`src/rtl/ep0_ctl_pkg.sv`:
```
package ep0_ctl_pkg;
    localparam int EP0_REG_W = 8;

    localparam int B_RX_READY   = 0;
    localparam int B_TX_READY   = 1;
    localparam int B_STALL_SEEN = 2;
    localparam int B_LAST_DATA  = 3;
    localparam int B_EARLY_END  = 4;
    localparam int B_STALL_REQ  = 5;
    localparam int B_ACK_RX     = 6;
    localparam int B_ACK_END    = 7;

    typedef struct packed {
        logic ack_end;
        logic ack_rx;
        logic stall_req;
        logic early_end;
        logic last_data;
        logic stall_seen;
        logic tx_ready;
        logic rx_ready;
    } ep0_reg_t;

    typedef struct packed {
        logic wr;
        logic set_tx;
        logic clr_stall_seen;
        logic last_val;
        logic set_stall_req;
        logic clr_rx;
        logic clr_early;
    } ep0_cmd_t;

    typedef struct packed {
        logic out_rcvd;
        logic in_sent;
        logic xfer_abort;
        logic proto_err;
        logic stall_done;
    } ep0_evt_t;

    function automatic logic set_clr(input logic cur, input logic set, input logic clr);
        return set | (cur & ~clr);
    endfunction
endpackage

```
`src/rtl/ep0_cpu_decode.sv`:
```
module ep0_cpu_decode
    import ep0_ctl_pkg::*;
(
    input  logic                 wr,
    input  logic [EP0_REG_W-1:0] wdata,
    output ep0_cmd_t             cmd
);
    logic unused_ro_bits;
    assign unused_ro_bits = ^{wdata[B_RX_READY], wdata[B_EARLY_END]};

    always_comb begin
        cmd                = '0;
        cmd.wr             = wr;
        cmd.set_tx         = wr & wdata[B_TX_READY];
        cmd.clr_stall_seen = wr & ~wdata[B_STALL_SEEN];
        cmd.last_val       = wdata[B_LAST_DATA];
        cmd.set_stall_req  = wr & wdata[B_STALL_REQ];
        cmd.clr_rx         = wr & (wdata[B_ACK_RX] | wdata[B_STALL_REQ]);
        cmd.clr_early      = wr & wdata[B_ACK_END];
    end
endmodule

```
`src/rtl/ep0_status_core.sv`:
```
module ep0_status_core
    import ep0_ctl_pkg::*;
(
    input  logic     clk,
    input  logic     rst,
    input  ep0_cmd_t cmd,
    input  ep0_evt_t evt,
    output ep0_reg_t state
);
    logic rx_q, tx_q, ss_q, ld_q, ee_q, sr_q;

    always_ff @(posedge clk) begin
        if (rst) begin
            rx_q <= 1'b0;
            tx_q <= 1'b0;
            ss_q <= 1'b0;
            ld_q <= 1'b0;
            ee_q <= 1'b0;
            sr_q <= 1'b0;
        end else begin
            rx_q <= set_clr(rx_q, evt.out_rcvd, cmd.clr_rx);
            tx_q <= set_clr(tx_q, cmd.set_tx, evt.in_sent);
            ss_q <= set_clr(ss_q, evt.proto_err, cmd.clr_stall_seen);
            ld_q <= cmd.wr ? cmd.last_val : ld_q;
            ee_q <= set_clr(ee_q, evt.xfer_abort, cmd.clr_early);
            sr_q <= set_clr(sr_q, cmd.set_stall_req, evt.stall_done);
        end
    end

    always_comb begin
        state            = '0;
        state.rx_ready   = rx_q;
        state.tx_ready   = tx_q;
        state.stall_seen = ss_q;
        state.last_data  = ld_q;
        state.early_end  = ee_q;
        state.stall_req  = sr_q;
    end

    p_rx_set_r2: assert property (@(posedge clk) disable iff (rst)
        evt.out_rcvd |=> rx_q);
    p_ack_rx_r3: assert property (@(posedge clk) disable iff (rst)
        (cmd.clr_rx && !evt.out_rcvd) |=> !rx_q);
    p_tx_clear_r4: assert property (@(posedge clk) disable iff (rst)
        (evt.in_sent && !cmd.set_tx) |=> !tx_q);
    p_stall_seen_r5: assert property (@(posedge clk) disable iff (rst)
        evt.proto_err |=> ss_q);
    p_early_set_r7: assert property (@(posedge clk) disable iff (rst)
        evt.xfer_abort |=> ee_q);
    p_early_keep_rx_r7: assert property (@(posedge clk) disable iff (rst)
        (cmd.clr_early && !cmd.clr_rx && rx_q) |=> rx_q);
    p_stall_req_r8: assert property (@(posedge clk) disable iff (rst)
        (evt.stall_done && !cmd.set_stall_req) |=> !sr_q);
endmodule

```
`src/rtl/ep0_irq_gen.sv`:
```
module ep0_irq_gen
    import ep0_ctl_pkg::*;
(
    input  logic     clk,
    input  logic     rst,
    input  ep0_evt_t evt,
    input  logic     tx_ready,
    output logic     irq,
    output logic     fifo_flush
);
    logic irq_q, flush_q;

    always_ff @(posedge clk) begin
        if (rst) begin
            irq_q   <= 1'b0;
            flush_q <= 1'b0;
        end else begin
            irq_q   <= evt.out_rcvd | (evt.in_sent & tx_ready)
                     | evt.xfer_abort | evt.proto_err;
            flush_q <= evt.xfer_abort;
        end
    end

    assign irq        = irq_q;
    assign fifo_flush = flush_q;

    p_irq_in_r4: assert property (@(posedge clk) disable iff (rst)
        (evt.in_sent && tx_ready) |=> irq_q);
    p_irq_rx_r2: assert property (@(posedge clk) disable iff (rst)
        evt.out_rcvd |=> irq_q);
    p_flush_r7: assert property (@(posedge clk) disable iff (rst)
        evt.xfer_abort |=> flush_q);
endmodule

```
`src/rtl/ep0_ctl_status_reg.sv`:
```
module ep0_ctl_status_reg
    import ep0_ctl_pkg::*;
(
    input  logic                 clk,
    input  logic                 rst,
    input  logic                 cpu_wr,
    input  logic [EP0_REG_W-1:0] cpu_wdata,
    output logic [EP0_REG_W-1:0] cpu_rdata,
    input  logic                 ev_out_rcvd,
    input  logic                 ev_in_sent,
    input  logic                 ev_xfer_abort,
    input  logic                 ev_proto_err,
    input  logic                 ev_stall_done,
    output logic                 irq,
    output logic                 fifo_flush,
    output logic                 fifo_lock
);
    ep0_cmd_t cmd;
    ep0_evt_t evt;
    ep0_reg_t state;

    assign evt.out_rcvd   = ev_out_rcvd;
    assign evt.in_sent    = ev_in_sent;
    assign evt.xfer_abort = ev_xfer_abort;
    assign evt.proto_err  = ev_proto_err;
    assign evt.stall_done = ev_stall_done;

    ep0_cpu_decode u_dec (
        .wr    (cpu_wr),
        .wdata (cpu_wdata),
        .cmd   (cmd)
    );

    ep0_status_core u_core (
        .clk   (clk),
        .rst   (rst),
        .cmd   (cmd),
        .evt   (evt),
        .state (state)
    );

    ep0_irq_gen u_irq (
        .clk        (clk),
        .rst        (rst),
        .evt        (evt),
        .tx_ready   (state.tx_ready),
        .irq        (irq),
        .fifo_flush (fifo_flush)
    );

    assign cpu_rdata = state;
    assign fifo_lock = state.early_end;

    p_reset_r1: assert property (@(posedge clk)
        rst |=> (cpu_rdata == '0 && !irq && !fifo_flush));
    p_lock_flush_r7: assert property (@(posedge clk) disable iff (rst)
        $rose(fifo_lock) |-> fifo_flush);
    p_flush_pulse_r7: assert property (@(posedge clk) disable iff (rst)
        (fifo_flush && !ev_xfer_abort) |=> !fifo_flush);
endmodule

```
`config.mk`:
```
export PLATFORM = sky130hd
export DESIGN_NAME = ep0_ctl_status_reg
export DESIGN_NICKNAME = d
export VERILOG_FILES = /design/src/rtl/ep0_ctl_pkg.sv /design/src/rtl/ep0_cpu_decode.sv /design/src/rtl/ep0_status_core.sv /design/src/rtl/ep0_irq_gen.sv /design/src/rtl/ep0_ctl_status_reg.sv
export SDC_FILE = /design/constraint.sdc
export NUM_CORES = 1
export LEC_CHECK = 0
export ABC_CLOCK_PERIOD_IN_PS = 2050
export BUFFER_PORTS_ARGS = -buffer_cell sky130_fd_sc_hd__buf_2
export CAP_MARGIN = 20
export CORE_AREA = 2 2 39 41
export CTS_BUF_LIST = sky130_fd_sc_hd__clkbuf_4 sky130_fd_sc_hd__clkbuf_8
export DETAILED_ROUTE_END_ITERATION = 8
export DIE_AREA = 0 0 41 43
export GPL_TIMING_DRIVEN = 1
export PLACE_DENSITY_LB_ADDON = 0.3
export RECOVER_POWER = 100
export SYNTH_ARGS = -nofsm -noshare
export SYNTH_HDL_FRONTEND = slang
export SYNTH_SLANG_ARGS = --single-unit
```
`constraint.sdc`:
```
create_clock -name clk -period 2.05 [get_ports clk]
set_input_delay 0.1025 -clock clk [delete_from_list [all_inputs] [get_ports clk]]
set_output_delay 0.1025 -clock clk [all_outputs]
set_load 0.02 [all_outputs]
```
## Yosys cells after proc, flatten, opt, wreduce, memory -nomap -nowiden

Cells that the tools add are included.

| cells by class | value |
|---|---|
| bitwise operators | 26 |

Operators with widths:

| cell | count |
|---|---|
| 1-bit bitwise AND | 11 |
| 1-bit bitwise OR | 9 |
| 1-bit NOT | 6 |

| word-level totals | value |
|---|---|
| flip-flop bits (word level) | 8 |
| input bits | 16 |
| output and inout bits | 11 |

## Depth between registers and ports, before layout

Gate-level depths: netlist of run 1.

| depth | value |
|---|---|
| depth after elaboration | 5 |
| gate-level depth with buffers | 3 |

## Cells and area by module

From an unflattened synthesis of run 1, not the netlist that was laid out.

| unflattened totals | value |
|---|---|
| cell total of the unflattened synthesis | 45 |
| area, all modules | 432.9 um2 |

By module, submodules not included:

| module | instances | cells each | area an instance (um2) |
|---|---|---|---|
| ep0_status_core | 1 | 32 | 310.3 |
| ep0_irq_gen | 1 | 5 | 65.1 |
| ep0_cpu_decode | 1 | 7 | 50.0 |
| ep0_ctl_status_reg | 1 | 1 | 7.5 |

## Worst setup path after synthesis of run 1

Ideal clock, no wire load.

| path | value |
|---|---|
| path type | reg2reg |
| start point | reg u_core.tx_q |
| end point | reg u_irq.irq_q, in the netlist u_irq.irq |
| data arrival time | 0.637 ns |
| slack | 1.289 ns |
| cell stages (with the launch flop) | 3 |
| cell sequence | dfxtp_1 -> a2111oi_2 -> nor2_1 |

| between the ends | value |
|---|---|
| word-level cells in the longest chain between the ends | 4 |

RTL lines:

| element | line | RTL |
|---|---|---|
| from (decl) | ep0_status_core.sv:10 | `logic rx_q, tx_q, ss_q, ld_q, ee_q, sr_q;` |
| from (signal assigned) | ep0_status_core.sv:22 | `tx_q <= set_clr(tx_q, cmd.set_tx, evt.in_sent);` |
| 1-bit bitwise AND | ep0_irq_gen.sv:18 | `irq_q <= evt.out_rcvd \| (evt.in_sent & tx_ready)` |
| 1-bit bitwise OR | ep0_irq_gen.sv:18 |  |
| 1-bit bitwise OR (2 in series) | ep0_irq_gen.sv:19 | `\| evt.xfer_abort \| evt.proto_err;` |
| to (signal assigned) | ep0_irq_gen.sv:18 |  |
| to (decl) | ep0_irq_gen.sv:11 | `logic irq_q, flush_q;` |

No other way between the ends.
A chain may end at the register's enable or synchronous reset.

## Worst setup path after layout of run 1

| path | value |
|---|---|
| start point | reg u_core.tx_q |
| end point | out cpu_rdata[1] |

RTL lines:

| element | line | RTL |
|---|---|---|
| to (decl) | ep0_ctl_status_reg.sv:8 | `output logic [EP0_REG_W-1:0] cpu_rdata,` |

No word-level cell between the ends.

==> flow_results.xml, run 1 <==
<?xml version="1.0" encoding="UTF-8"?>
<metrics>
  <group name="pwr">
    <metric name="pwr_density_cell" unit="nW/um^2">841</metric>
    <metric name="vdd.ir_drop.worst" unit="mV">0.152</metric>
    <metric name="total_power" unit="uW">346</metric>
    <metric name="power.leakage" unit="uW">0.000184</metric>
  </group>
  <group name="outcome">
    <metric name="run_status" unit="">finished, final reports clean</metric>
  </group>
  <group name="sta">
    <metric name="timing.final.setup_violations" unit="">0</metric>
    <metric name="finalWorstPathRequiredPeriod" unit="ps">936</metric>
    <metric name="period_share" unit="">0.456</metric>
    <metric name="achievable-frequency" unit="MHz">1070</metric>
    <metric name="hold_viol_final" unit="">0</metric>
    <metric name="grt_setup_unrepaired" unit="">no</metric>
    <metric name="post_route_setup_tns" unit="ps">0</metric>
    <metric name="final.setup_skew" unit="ps">0.0732</metric>
    <metric name="fin_hold_ws" unit="ps">72.4</metric>
    <metric name="timing.final.max_slew_violations" unit="">0</metric>
  </group>
  <group name="drt">
    <metric name="drt_wl_total" unit="um">661</metric>
    <metric name="vias_after_detailed_routing" unit="">289</metric>
    <metric name="detail_route.first_pass.iterations" unit="">2</metric>
    <metric name="post-route-drc-count" unit="">0</metric>
    <metric name="vias_per_cell" unit="">4.07</metric>
    <metric name="drt.antenna.violating_nets" unit="">0</metric>
    <metric name="routedWlPerCell" unit="um">9.31</metric>
    <metric name="drt_iter0_drc" unit="">2</metric>
  </group>
  <group name="clock_network">
    <metric name="clkSinkCount" unit="">8</metric>
    <metric name="cts_max_level" unit="">1</metric>
    <metric name="holdBufCountCts" unit="">0</metric>
    <metric name="cts.repair.resized" unit="">0</metric>
    <metric name="clock_path_buffers" unit="">2</metric>
    <metric name="clkTransAtPathRegs" unit="ps">60</metric>
    <metric name="ctsRootBufferMaster" unit="">sky130_fd_sc_hd__clkbuf_4</metric>
    <metric name="post_cts.repair.setup_buffers" unit="">0</metric>
    <metric name="tritoncts_clock_tree" unit="">built</metric>
    <metric name="clk_latency" unit="ps">250</metric>
    <metric name="cts_inserted_buffers" unit="">3</metric>
  </group>
  <group name="global_routing">
    <metric name="grt_max_degree" unit="">9</metric>
    <metric name="global_route.peak_usage_layer" unit="">met2</metric>
    <metric name="groute.layer.met3.usage" unit="">0.0157</metric>
    <metric name="gr-usage-all-layers" unit="">0.0853</metric>
    <metric name="first_global_vias" unit="">257</metric>
    <metric name="fraction_of_met2_tracks_used_by_global_routing" unit="">0.131</metric>
    <metric name="grt_antenna_before_repair" unit="">0</metric>
    <metric name="grt.met1_usage" unit="">0.0900</metric>
    <metric name="grt_pass1_wl" unit="um">986</metric>
    <metric name="overflow" unit="">0</metric>
  </group>
  <group name="final_layout">
    <metric name="design_area" unit="um^2">412</metric>
    <metric name="num_antenna_cells" unit="">0</metric>
    <metric name="layout_commonest_cell" unit="">sky130_fd_sc_hd__buf_2</metric>
    <metric name="layout-drive-gt1-share" unit="">0.273</metric>
    <metric name="layout_common_cells" unit="">12 x sky130_fd_sc_hd__buf_2, 10 x sky130_fd_sc_hd__clkbuf_1, 8 x sky130_fd_sc_hd__dfxtp_1</metric>
    <metric name="nNetsFinal" unit="">73</metric>
    <metric name="synthToLayoutAreaGrowth" unit="%">21.9</metric>
    <metric name="fillCellCount" unit="">157</metric>
  </group>
  <group name="min_path">
    <metric name="min_path_cells" unit="">3</metric>
    <metric name="class_of_the_worst_hold_path" unit="">in2reg</metric>
    <metric name="timing.hold.worst_endpoint" unit="">u_core.ss_q$_SDFF_PP0_</metric>
    <metric name="min_from" unit="">ev_proto_err</metric>
  </group>
  <group name="logic_synthesis">
    <metric name="postSynthRegisterBits" unit="">8</metric>
    <metric name="synth_cells" unit="">38</metric>
    <metric name="synth.lib_cells_used.distinct" unit="">12</metric>
    <metric name="yosysWarnings" unit="">0</metric>
    <metric name="netlist_area" unit="um^2">338</metric>
    <metric name="sequential_share_of_the_synthesized_area" unit="">0.474</metric>
    <metric name="synth_mux_area_frac" unit="">0.0296</metric>
    <metric name="synth-adder-area-share" unit="">0</metric>
    <metric name="syn-mean-instance-area" unit="um^2">8.89</metric>
    <metric name="synthSimpleGateAreaFrac" unit="">0.163</metric>
    <metric name="synth-xor-area-share" unit="">0</metric>
    <metric name="synth_top_family_by_area" unit="">buffers and inverters</metric>
    <metric name="synth-compound-area-share" unit="">0.133</metric>
  </group>
  <group name="critical_path">
    <metric name="critical_path_required" unit="ps">1950</metric>
    <metric name="crit_path_max_fo" unit="">3</metric>
    <metric name="worst_path_max_delay_cell" unit="">sky130_fd_sc_hd__dfxtp_1</metric>
    <metric name="timing.critical_path.buf_inv" unit="">1</metric>
    <metric name="critPathTopFamily" unit="">flip-flops</metric>
    <metric name="timing.rr.end" unit="">u_irq.irq$_SDFF_PP0_</metric>
    <metric name="timing.critical_path.to_type" unit="">primary output</metric>
    <metric name="regToRegStartpoint" unit="">u_core.tx_q$_SDFF_PP0_</metric>
    <metric name="reg2reg_slack" unit="ps">1170</metric>
    <metric name="crit_path_cell_trace" unit="">clkbuf_1</metric>
    <metric name="timing.critical_path.arrival" unit="ps">830</metric>
    <metric name="worst-setup-path-type" unit="">reg2out</metric>
    <metric name="critPathLaunchType" unit="">register</metric>
    <metric name="reg2regPathDepth" unit="">2</metric>
    <metric name="slowest_delay" unit="ps">340</metric>
  </group>
  <group name="placed_design">
    <metric name="place.port_buffers" unit="">22</metric>
    <metric name="post_dp_cell_area" unit="um^2">408</metric>
    <metric name="finalWeightedCongestion" unit="">0.566</metric>
    <metric name="dp_hpwl" unit="um">519</metric>
  </group>
  <group name="floorplanning">
    <metric name="design.die.area" unit="um^2">1760</metric>
    <metric name="initial_utilization" unit="">0.244</metric>
    <metric name="die_height" unit="um">43</metric>
    <metric name="num_io_pins" unit="">27</metric>
    <metric name="core_area" unit="um^2">1380</metric>
    <metric name="core.rowCount" unit="">14</metric>
    <metric name="die_w" unit="um">41</metric>
  </group>
  <group name="job">
    <metric name="drv_cap" unit="">0</metric>
  </group>
</metrics>
## worst reg2reg max path, stage by stage, from the launching register on
cell and delay [ps]:
sky130_fd_sc_hd__dfxtp_1 320, sky130_fd_sc_hd__a2111oi_0 370, sky130_fd_sc_hd__nor2_1 70
## flip-flops by register name, indices dropped and copies added (netlist names)
signal and cells:
u_core.sr_q 1, u_irq.irq 1, u_irq.fifo_flush 1, u_core.ss_q 1, u_core.rx_q 1, u_core.ld_q 1, u_core.ee_q 1, u_core.tx_q 1
## cell type report
cell class	instances	area [um^2]	share of cell area
clock buffer	3	22.5	0.0547
sequential	8	160	0.389
timing repair buffer	22	97.6	0.237
tap	16	20.0	0.0486
multi-input combinational	22	111	0.271
## cells by family (layout without fill, tap and decap cells)
family	after synthesis	after routing
flops	8	8
buf+inv	9	25
other cells	1	2
mux	1	1
simple gates	12	12
compound gates	7	7
## where the power goes
| group | switching [uW] | internal [uW] | total (uW) |
|---|---|---|---|
| clock | 55.4 | 67.1 | 123 |
| sequential | 4.25 | 165 | 170 |
| combinational | 34.1 | 19.7 | 53.8 |
## how the worst max path moves through the flow
stage	start	to	depth (start not counted)
2_1_floorplan	u_core.tx_q$_SDFF_PP0_	u_irq.irq$_SDFF_PP0_	2
3_3_place_gp	u_core.tx_q$_SDFF_PP0_	u_irq.irq$_SDFF_PP0_	2
3_5_place_dp	u_core.tx_q$_SDFF_PP0_	u_irq.irq$_SDFF_PP0_	2
4_1_cts	u_core.tx_q$_SDFF_PP0_	cpu_rdata[1]	1
5_1_grt	u_core.tx_q$_SDFF_PP0_	u_irq.irq$_SDFF_PP0_	2
6_report	u_core.tx_q$_SDFF_PP0_	cpu_rdata[1]	1
## metrics by stage
stage | util | setup WS, ps | cells
finish | 0.297 | 1110 | 71
global route | 0.297 | 1050 | 71
global placement | 0.295 | 1250 | 68
CTS | 0.311 | 1150 | 71
floorplan | - | 1290 | 39
detailed placement | 0.295 | 1270 | 68
## per-layer routing
| metal | wire length [um] | up-vias |
|---|---|---|
| li1 | - | 147 |
| met4 | 10 | 0 |
| met5 | 0 | - |
| met3 | 66 | 2 |
| met1 | 290 | 128 |
| met2 | 293 | 12 |
## cells in the mapped netlist
cell,n,area (um^2)
sky130_fd_sc_hd__a2111oi_2,1,15.0
sky130_fd_sc_hd__a21oi_1,5,25.0
sky130_fd_sc_hd__buf_4,8,60.1
sky130_fd_sc_hd__clkbuf_1,1,3.75
sky130_fd_sc_hd__conb_1,1,3.75
sky130_fd_sc_hd__dfxtp_1,8,160
sky130_fd_sc_hd__mux2i_1,1,10.0
sky130_fd_sc_hd__nand2_1,3,11.3
sky130_fd_sc_hd__nand2b_1,3,18.8
sky130_fd_sc_hd__nor2_1,5,18.8
sky130_fd_sc_hd__nor2b_1,1,6.26
sky130_fd_sc_hd__o21ai_1,1,5.00
(Power assumes the default switching activity.)
==> run 2: changes to the inputs <==
--- a/config.mk
+++ b/config.mk
@@ -5,7 +5,8 @@
 export SDC_FILE = /design/constraint.sdc
 export NUM_CORES = 1
 export LEC_CHECK = 0
-export ABC_CLOCK_PERIOD_IN_PS = 2050
+export ABC_AREA = 1
+export ABC_CLOCK_PERIOD_IN_PS = 900
 export BUFFER_PORTS_ARGS = -buffer_cell sky130_fd_sc_hd__buf_2
 export CAP_MARGIN = 20
 export CORE_AREA = 2 2 39 41
==> constraint.sdc (replaced) <==
create_clock -name clk -period 0.9 [get_ports clk]
set_input_delay 0.045 -clock clk [delete_from_list [all_inputs] [get_ports clk]]
set_output_delay 0.045 -clock clk [all_outputs]
set_load 0.02 [all_outputs]
==> run 2 against run 1 <==
Compared with the run above: first-iteration DRC count increased to 3.5 times the previous value; flip-flop and latch count unchanged; total power increased by 130%; register-to-register slack got worse by 920 ps; final area increased by 6.7%; global-route usage decreased by 0.18 points; sequential share of layout area decreased by 2.4 points; synthesized cell count increased by 21%; clock skew about the same; wire length increased by 5.6%; utilization increased by 2.0 points; clock power increased by 120%; critical path type unchanged.
==> flow_results.xml, run 2 <==
<?xml version="1.0" encoding="UTF-8"?>
<metrics>
  <group name="sta">
    <metric name="post_route_setup_tns" unit="ps">0</metric>
    <metric name="achievable-frequency" unit="MHz">1170</metric>
    <metric name="hold_viol_final" unit="">0</metric>
    <metric name="finalWorstPathRequiredPeriod" unit="ps">854</metric>
    <metric name="timing.final.setup_violations" unit="">0</metric>
    <metric name="timing.final.max_slew_violations" unit="">0</metric>
    <metric name="period_share" unit="">0.948</metric>
    <metric name="grt_setup_unrepaired" unit="">no</metric>
    <metric name="final.setup_skew" unit="ps">0.0959</metric>
  </group>
  <group name="drt">
    <metric name="routedWlPerCell" unit="um">8.73</metric>
    <metric name="drt_iter0_drc" unit="">7</metric>
    <metric name="vias_per_cell" unit="">4.10</metric>
    <metric name="vias_after_detailed_routing" unit="">328</metric>
    <metric name="detail_route.first_pass.iterations" unit="">4</metric>
    <metric name="post-route-drc-count" unit="">0</metric>
    <metric name="drt.antenna.violating_nets" unit="">0</metric>
    <metric name="drt_wl_total" unit="um">698</metric>
  </group>
  <group name="logic_synthesis">
    <metric name="sequential_share_of_the_synthesized_area" unit="">0.459</metric>
    <metric name="post_synth_most_frequent_cells" unit="">9 x sky130_fd_sc_hd__nand2_1, 8 x sky130_fd_sc_hd__buf_4, 8 x sky130_fd_sc_hd__dfxtp_1, 8 x sky130_fd_sc_hd__inv_1, 5 x sky130_fd_sc_hd__a21oi_1</metric>
    <metric name="synth_top_cell_by_area" unit="">sky130_fd_sc_hd__dfxtp_1</metric>
    <metric name="netlist_area" unit="um^2">349</metric>
    <metric name="postSynthRegisterBits" unit="">8</metric>
    <metric name="postSynth.asyncResetShare" unit="">0</metric>
    <metric name="yosysWarnings" unit="">0</metric>
    <metric name="post_synth_main_area_contributors" unit="">sky130_fd_sc_hd__dfxtp_1 46%, sky130_fd_sc_hd__buf_4 17%, sky130_fd_sc_hd__nand2_1 9.7%</metric>
    <metric name="netlist.area_leader.share" unit="">0.459</metric>
    <metric name="synth_enable_flop_cells" unit="">0</metric>
    <metric name="syn-mean-instance-area" unit="um^2">7.59</metric>
    <metric name="synth.lib_cells_used.distinct" unit="">11</metric>
    <metric name="synth_most_common_cell" unit="">sky130_fd_sc_hd__nand2_1</metric>
    <metric name="synthFlopType" unit="">sky130_fd_sc_hd__dfxtp_1</metric>
    <metric name="synth_cells" unit="">46</metric>
  </group>
  <group name="floorplanning">
    <metric name="initial_utilization" unit="">0.252</metric>
    <metric name="core_area" unit="um^2">1380</metric>
    <metric name="die_height" unit="um">43</metric>
    <metric name="num_io_pins" unit="">27</metric>
    <metric name="core.rowCount" unit="">14</metric>
    <metric name="design.die.area" unit="um^2">1760</metric>
    <metric name="die_w" unit="um">41</metric>
  </group>
  <group name="critical_path">
    <metric name="timing.critical_path.to_type" unit="">primary output</metric>
    <metric name="crit_path_max_fo" unit="">2</metric>
    <metric name="slowest_delay" unit="ps">320</metric>
    <metric name="timing.critical_path.buf_inv" unit="">1</metric>
    <metric name="critPathLaunchType" unit="">register</metric>
    <metric name="critPathTopFamily" unit="">flip-flops</metric>
    <metric name="worst-setup-path-type" unit="">reg2out</metric>
    <metric name="reg2reg_slack" unit="ps">250</metric>
    <metric name="timing.rr.end" unit="">u_core.ld_q$_SDFFE_PP0P_</metric>
    <metric name="cp.depth" unit="">1</metric>
    <metric name="timing.critical_path.arrival" unit="ps">810</metric>
    <metric name="crit_path_start" unit="">u_core.ld_q$_SDFFE_PP0P_</metric>
    <metric name="regToRegStartpoint" unit="">u_core.ld_q$_SDFFE_PP0P_</metric>
    <metric name="reg2regPathDepth" unit="">2</metric>
    <metric name="worst_path_max_delay_cell" unit="">sky130_fd_sc_hd__dfxtp_1</metric>
    <metric name="crit_path_cell_trace" unit="">clkbuf_1</metric>
    <metric name="crit_path_end" unit="">cpu_rdata[3]</metric>
    <metric name="critical_path_required" unit="ps">850</metric>
  </group>
  <group name="global_routing">
    <metric name="grt_max_degree" unit="">8</metric>
    <metric name="fraction_of_met2_tracks_used_by_global_routing" unit="">0.116</metric>
    <metric name="overflow" unit="">0</metric>
    <metric name="grt_pass1_wl" unit="um">917</metric>
    <metric name="groute.layer.met3.usage" unit="">0.0471</metric>
    <metric name="global_route.peak_usage_layer" unit="">met2</metric>
    <metric name="grt_antenna_before_repair" unit="">0</metric>
    <metric name="grt.met1_usage" unit="">0.0809</metric>
    <metric name="gr-usage-all-layers" unit="">0.0835</metric>
    <metric name="first_global_vias" unit="">242</metric>
  </group>
  <group name="clock_network">
    <metric name="cts_max_level" unit="">1</metric>
    <metric name="cts.repair.resized" unit="">0</metric>
    <metric name="clock_path_buffers" unit="">2</metric>
    <metric name="clk_latency" unit="ps">250</metric>
    <metric name="cts_inserted_buffers" unit="">3</metric>
    <metric name="post_cts.repair.setup_buffers" unit="">0</metric>
    <metric name="ctsRootBufferMaster" unit="">sky130_fd_sc_hd__clkbuf_4</metric>
    <metric name="holdBufCountCts" unit="">0</metric>
    <metric name="clkSinkCount" unit="">8</metric>
    <metric name="tritoncts_clock_tree" unit="">built</metric>
    <metric name="clkTransAtPathRegs" unit="ps">50</metric>
  </group>
  <group name="final_layout">
    <metric name="sequential_cell_area" unit="um^2">160</metric>
    <metric name="layout.core_utilization" unit="">0.317</metric>
    <metric name="fillCellCount" unit="">156</metric>
    <metric name="layout_common_cells" unit="">14 x sky130_fd_sc_hd__buf_2, 9 x sky130_fd_sc_hd__nand2_1, 8 x sky130_fd_sc_hd__inv_1, 8 x sky130_fd_sc_hd__dfxtp_1, 6 x sky130_fd_sc_hd__clkbuf_2</metric>
    <metric name="multi_input_area" unit="um^2">98.8</metric>
    <metric name="finish.cell_count_without_fillers" unit="">80</metric>
    <metric name="layout_commonest_cell" unit="">sky130_fd_sc_hd__buf_2</metric>
    <metric name="layout-drive-gt1-share" unit="">0.359</metric>
    <metric name="nNetsFinal" unit="">82</metric>
    <metric name="synthToLayoutAreaGrowth" unit="%">25.8</metric>
    <metric name="num_antenna_cells" unit="">0</metric>
  </group>
  <group name="pwr">
    <metric name="pwr_density_cell" unit="nW/um^2">1810</metric>
    <metric name="vdd.ir_drop.worst" unit="mV">0.562</metric>
    <metric name="power.leakage" unit="uW">0.000250</metric>
  </group>
  <group name="placed_design">
    <metric name="dp_hpwl" unit="um">541</metric>
    <metric name="dp_cells" unit="">77</metric>
    <metric name="finalWeightedCongestion" unit="">0.660</metric>
    <metric name="place.port_buffers" unit="">22</metric>
  </group>
  <group name="min_path">
    <metric name="class_of_the_worst_hold_path" unit="">in2reg</metric>
  </group>
  <group name="outcome">
    <metric name="run_status" unit="">finished, final reports clean</metric>
  </group>
  <group name="job">
    <metric name="drv_cap" unit="">0</metric>
  </group>
</metrics>
==> run 2: changes by cell type after synthesis, moves of 2 or more <==
cell,before,now
sky130_fd_sc_hd__inv_1,0,8
sky130_fd_sc_hd__nand2_1,3,9
sky130_fd_sc_hd__nor2_1,5,3
sky130_fd_sc_hd__nand2b_1,3,0
==> run 2: worst min-delay path by stage <==
stage,start,endpoint,cells past startpoint
final,cpu_wdata[3],u_core.ld_q$_SDFFE_PP0P_,3
after global routing,cpu_wdata[3],u_core.ld_q$_SDFFE_PP0P_,3
after CTS,cpu_wdata[3],u_core.ld_q$_SDFFE_PP0P_,3
after detailed placement,cpu_wdata[3],u_core.ld_q$_SDFFE_PP0P_,3
after global placement,cpu_wdata[3],u_core.ld_q$_SDFFE_PP0P_,3
after floorplan,rst,u_core.ee_q$_SDFF_PP0_,1
==> run 2: final cells by class <==
class	count	share of cell area
Multi-Input combinational cell	23	0.225
Clock buffer	3	0.0513
Tap cell	16	0.0456
Timing Repair Buffer	22	0.245
Inverter	8	0.0684
Sequential cell	8	0.365
==> run 2: logic make-up after synthesis <==
| kind of cell | count (synthesis) | synth area share |
|---|---|---|
| buffers and inverters | 16 | 0.258 |
| AOI/OAI and AO/OA | 7 | 0.111 |
| DFF | 8 | 0.459 |
| and+or+nand+nor | 14 | 0.161 |
| other | 1 | 0.0107 |
==> run 2: worst reg2reg max path: cells and delay by family, from the launching register on <==
kind	cells	cell delay (ps)
DFF	1	310
and+or+nand+nor	1	50
AOI/OAI and AO/OA	1	180
==> run 2: metrics by stage <==
step / power [uW] / worst slack, ps / hold WS (ps) / cell area (um^2)
final: 794 / 46.4 / 19.5 / 439
after global routing: 838 / 31.7 / 20.9 / 439
after CTS: 812 / 84.2 / 15.9 / 445
after detailed placement: 532 / 268 / 279 / 423
after global placement: 531 / 272 / 278 / 423
after floorplan: 498 / 221 / 114 / 353
==> run 2: per-layer routing <==
metal  part of all wire  wire [um]
met5                  0          0
met4                  0          0
met3              0.074         52
met2               0.48        337
met1               0.44        308
==> run 2: where the power goes <==
group	switching [uW]	internal, uW
Clock	122	153
Combinational	82.9	49.6
Sequential	9.83	377
Total	215	579
==> run 3: changes to the inputs <==
--- a/config.mk
+++ b/config.mk
@@ -5,7 +5,6 @@
 export SDC_FILE = /design/constraint.sdc
 export NUM_CORES = 1
 export LEC_CHECK = 0
-export ABC_AREA = 1
 export ABC_CLOCK_PERIOD_IN_PS = 900
 export BUFFER_PORTS_ARGS = -buffer_cell sky130_fd_sc_hd__buf_2
 export CAP_MARGIN = 20
==> run 3 against run 2 <==
Compared with the run above: first-iteration DRC count fell by 57%; combinational power about the same; register-to-register slack got worse by 140 ps; global-route usage increased by 0.59 points; critical path type unchanged; largest power group unchanged; highest routed layer is now met4.
==> flow_results.xml, run 3 (synthesized netlist as in run 1, its figures left out) <==
<?xml version="1.0" encoding="UTF-8"?>
<metrics>
  <group name="outcome">
    <metric name="run_status" unit="">finished, final reports clean</metric>
  </group>
  <group name="job">
    <metric name="drv_cap" unit="">0</metric>
  </group>
  <group name="critical_path">
    <metric name="timing.critical_path.arrival" unit="ps">780</metric>
    <metric name="critPathLaunchType" unit="">register</metric>
    <metric name="critPathTopFamily" unit="">flip-flops</metric>
    <metric name="crit_path_max_fo" unit="">3</metric>
    <metric name="timing.critical_path.to_type" unit="">primary output</metric>
    <metric name="timing.rr.end" unit="">u_irq.irq$_SDFF_PP0_</metric>
    <metric name="worst-setup-path-type" unit="">reg2out</metric>
    <metric name="reg2regPathDepth" unit="">2</metric>
    <metric name="critical_path_required" unit="ps">850</metric>
    <metric name="reg2reg_slack" unit="ps">110</metric>
    <metric name="crit_path_cell_trace" unit="">buf_2</metric>
    <metric name="regToRegStartpoint" unit="">u_core.tx_q$_SDFF_PP0_</metric>
    <metric name="cp.depth" unit="">1</metric>
    <metric name="slowest_delay" unit="ps">360</metric>
    <metric name="worst_path_max_delay_cell" unit="">sky130_fd_sc_hd__dfxtp_1</metric>
    <metric name="timing.critical_path.buf_inv" unit="">1</metric>
  </group>
  <group name="sta">
    <metric name="grt_setup_unrepaired" unit="">no</metric>
    <metric name="hold_viol_final" unit="">0</metric>
    <metric name="fin_ws" unit="ps">73.3</metric>
    <metric name="timing.final.setup_violations" unit="">0</metric>
    <metric name="achievable-frequency" unit="MHz">1210</metric>
    <metric name="fin_hold_ws" unit="ps">31.6</metric>
    <metric name="timing.final.max_slew_violations" unit="">0</metric>
    <metric name="post_route_setup_tns" unit="ps">0</metric>
    <metric name="final.setup_skew" unit="ps">0.0487</metric>
    <metric name="finalWorstPathRequiredPeriod" unit="ps">827</metric>
    <metric name="period_share" unit="">0.919</metric>
  </group>
  <group name="final_layout">
    <metric name="layout_common_cells" unit="">13 x sky130_fd_sc_hd__buf_2, 8 x sky130_fd_sc_hd__dfxtp_1, 6 x sky130_fd_sc_hd__clkbuf_2</metric>
    <metric name="synthToLayoutAreaGrowth" unit="%">26.3</metric>
    <metric name="num_antenna_cells" unit="">0</metric>
    <metric name="layout-drive-gt1-share" unit="">0.418</metric>
    <metric name="layout.core_utilization" unit="">0.308</metric>
    <metric name="layout_commonest_cell" unit="">sky130_fd_sc_hd__buf_2</metric>
    <metric name="design_area" unit="um^2">427</metric>
    <metric name="nNetsFinal" unit="">73</metric>
    <metric name="fillCellCount" unit="">156</metric>
  </group>
  <group name="clock_network">
    <metric name="clock_path_buffers" unit="">2</metric>
    <metric name="ctsRootBufferMaster" unit="">sky130_fd_sc_hd__clkbuf_4</metric>
    <metric name="cts_max_level" unit="">1</metric>
    <metric name="tritoncts_clock_tree" unit="">built</metric>
    <metric name="holdBufCountCts" unit="">0</metric>
    <metric name="post_cts.repair.setup_buffers" unit="">0</metric>
    <metric name="clkSinkCount" unit="">8</metric>
    <metric name="clkTransAtPathRegs" unit="ps">60</metric>
    <metric name="cts_inserted_buffers" unit="">3</metric>
    <metric name="cts.repair.resized" unit="">0</metric>
    <metric name="clk_latency" unit="ps">250</metric>
  </group>
  <group name="global_routing">
    <metric name="grt_pass1_wl" unit="um">1010</metric>
    <metric name="gr-usage-all-layers" unit="">0.0894</metric>
    <metric name="first_global_vias" unit="">254</metric>
    <metric name="grt_antenna_before_repair" unit="">0</metric>
    <metric name="grt_max_degree" unit="">9</metric>
    <metric name="overflow" unit="">0</metric>
  </group>
  <group name="min_path">
    <metric name="class_of_the_worst_hold_path" unit="">in2reg</metric>
    <metric name="min_from" unit="">ev_out_rcvd</metric>
    <metric name="timing.hold.worst_endpoint" unit="">u_irq.irq$_SDFF_PP0_</metric>
    <metric name="min_path_cells" unit="">3</metric>
  </group>
  <group name="drt">
    <metric name="post-route-drc-count" unit="">0</metric>
    <metric name="drt_iter0_drc" unit="">3</metric>
    <metric name="detail_route.first_pass.iterations" unit="">3</metric>
    <metric name="vias_after_detailed_routing" unit="">287</metric>
    <metric name="drt.antenna.violating_nets" unit="">0</metric>
    <metric name="routedWlPerCell" unit="um">9.44</metric>
    <metric name="vias_per_cell" unit="">4.04</metric>
    <metric name="drt_wl_total" unit="um">670</metric>
  </group>
  <group name="floorplanning">
    <metric name="core_area" unit="um^2">1380</metric>
    <metric name="die_height" unit="um">43</metric>
    <metric name="num_io_pins" unit="">27</metric>
    <metric name="core.rowCount" unit="">14</metric>
    <metric name="design.die.area" unit="um^2">1760</metric>
    <metric name="initial_utilization" unit="">0.244</metric>
    <metric name="die_w" unit="um">41</metric>
  </group>
  <group name="placed_design">
    <metric name="finalWeightedCongestion" unit="">0.561</metric>
    <metric name="post_dp_cell_area" unit="um^2">408</metric>
    <metric name="dp_slack" unit="ps">109</metric>
    <metric name="place.port_buffers" unit="">22</metric>
  </group>
  <group name="pwr">
    <metric name="power.leakage" unit="uW">0.000208</metric>
    <metric name="vdd.ir_drop.worst" unit="mV">0.491</metric>
    <metric name="pwr_density_cell" unit="nW/um^2">1840</metric>
  </group>
</metrics>
## run 3: final cells by class
cell class	instances	area, um^2	share of cell area
Sequential cell	8	160	0.375
Multi-Input combinational cell	22	118	0.276
Clock buffer	3	22.5	0.0528
Timing Repair Buffer	22	106	0.249
Tap cell	16	20.0	0.0469
## run 3: routing by layer
metal	GRT usage	wire (um)
met5	0	0
met3	0.0157	73
met1	0.100	272
met2	0.125	313
met4	0.100	10
## run 3: worst max path at each step
stage                                      start              endpoint  slack (ps)
after floorplan           u_core.tx_q$_SDFF_PP0_  u_irq.irq$_SDFF_PP0_         140
after global placement    u_core.tx_q$_SDFF_PP0_  u_irq.irq$_SDFF_PP0_         110
after detailed placement  u_core.tx_q$_SDFF_PP0_  u_irq.irq$_SDFF_PP0_         110
after CTS                 u_core.tx_q$_SDFF_PP0_          cpu_rdata[1]          50
after global routing      u_core.tx_q$_SDFF_PP0_  u_irq.irq$_SDFF_PP0_           8
final                     u_core.tx_q$_SDFF_PP0_          cpu_rdata[1]          70
## run 3: report_power, final
group          switching, uW  leakage (uW)  internal (uW)
clock                    115     0.0000138            152
sequential              9.96     0.0000666            377
combinational           80.0      0.000128           51.3
## run 3: per-stage QoR
stage,total power (uW),std cells
floorplan,495,39
global placement,528,68
detailed placement,530,68
CTS,806,71
global route,838,71
finish,785,71
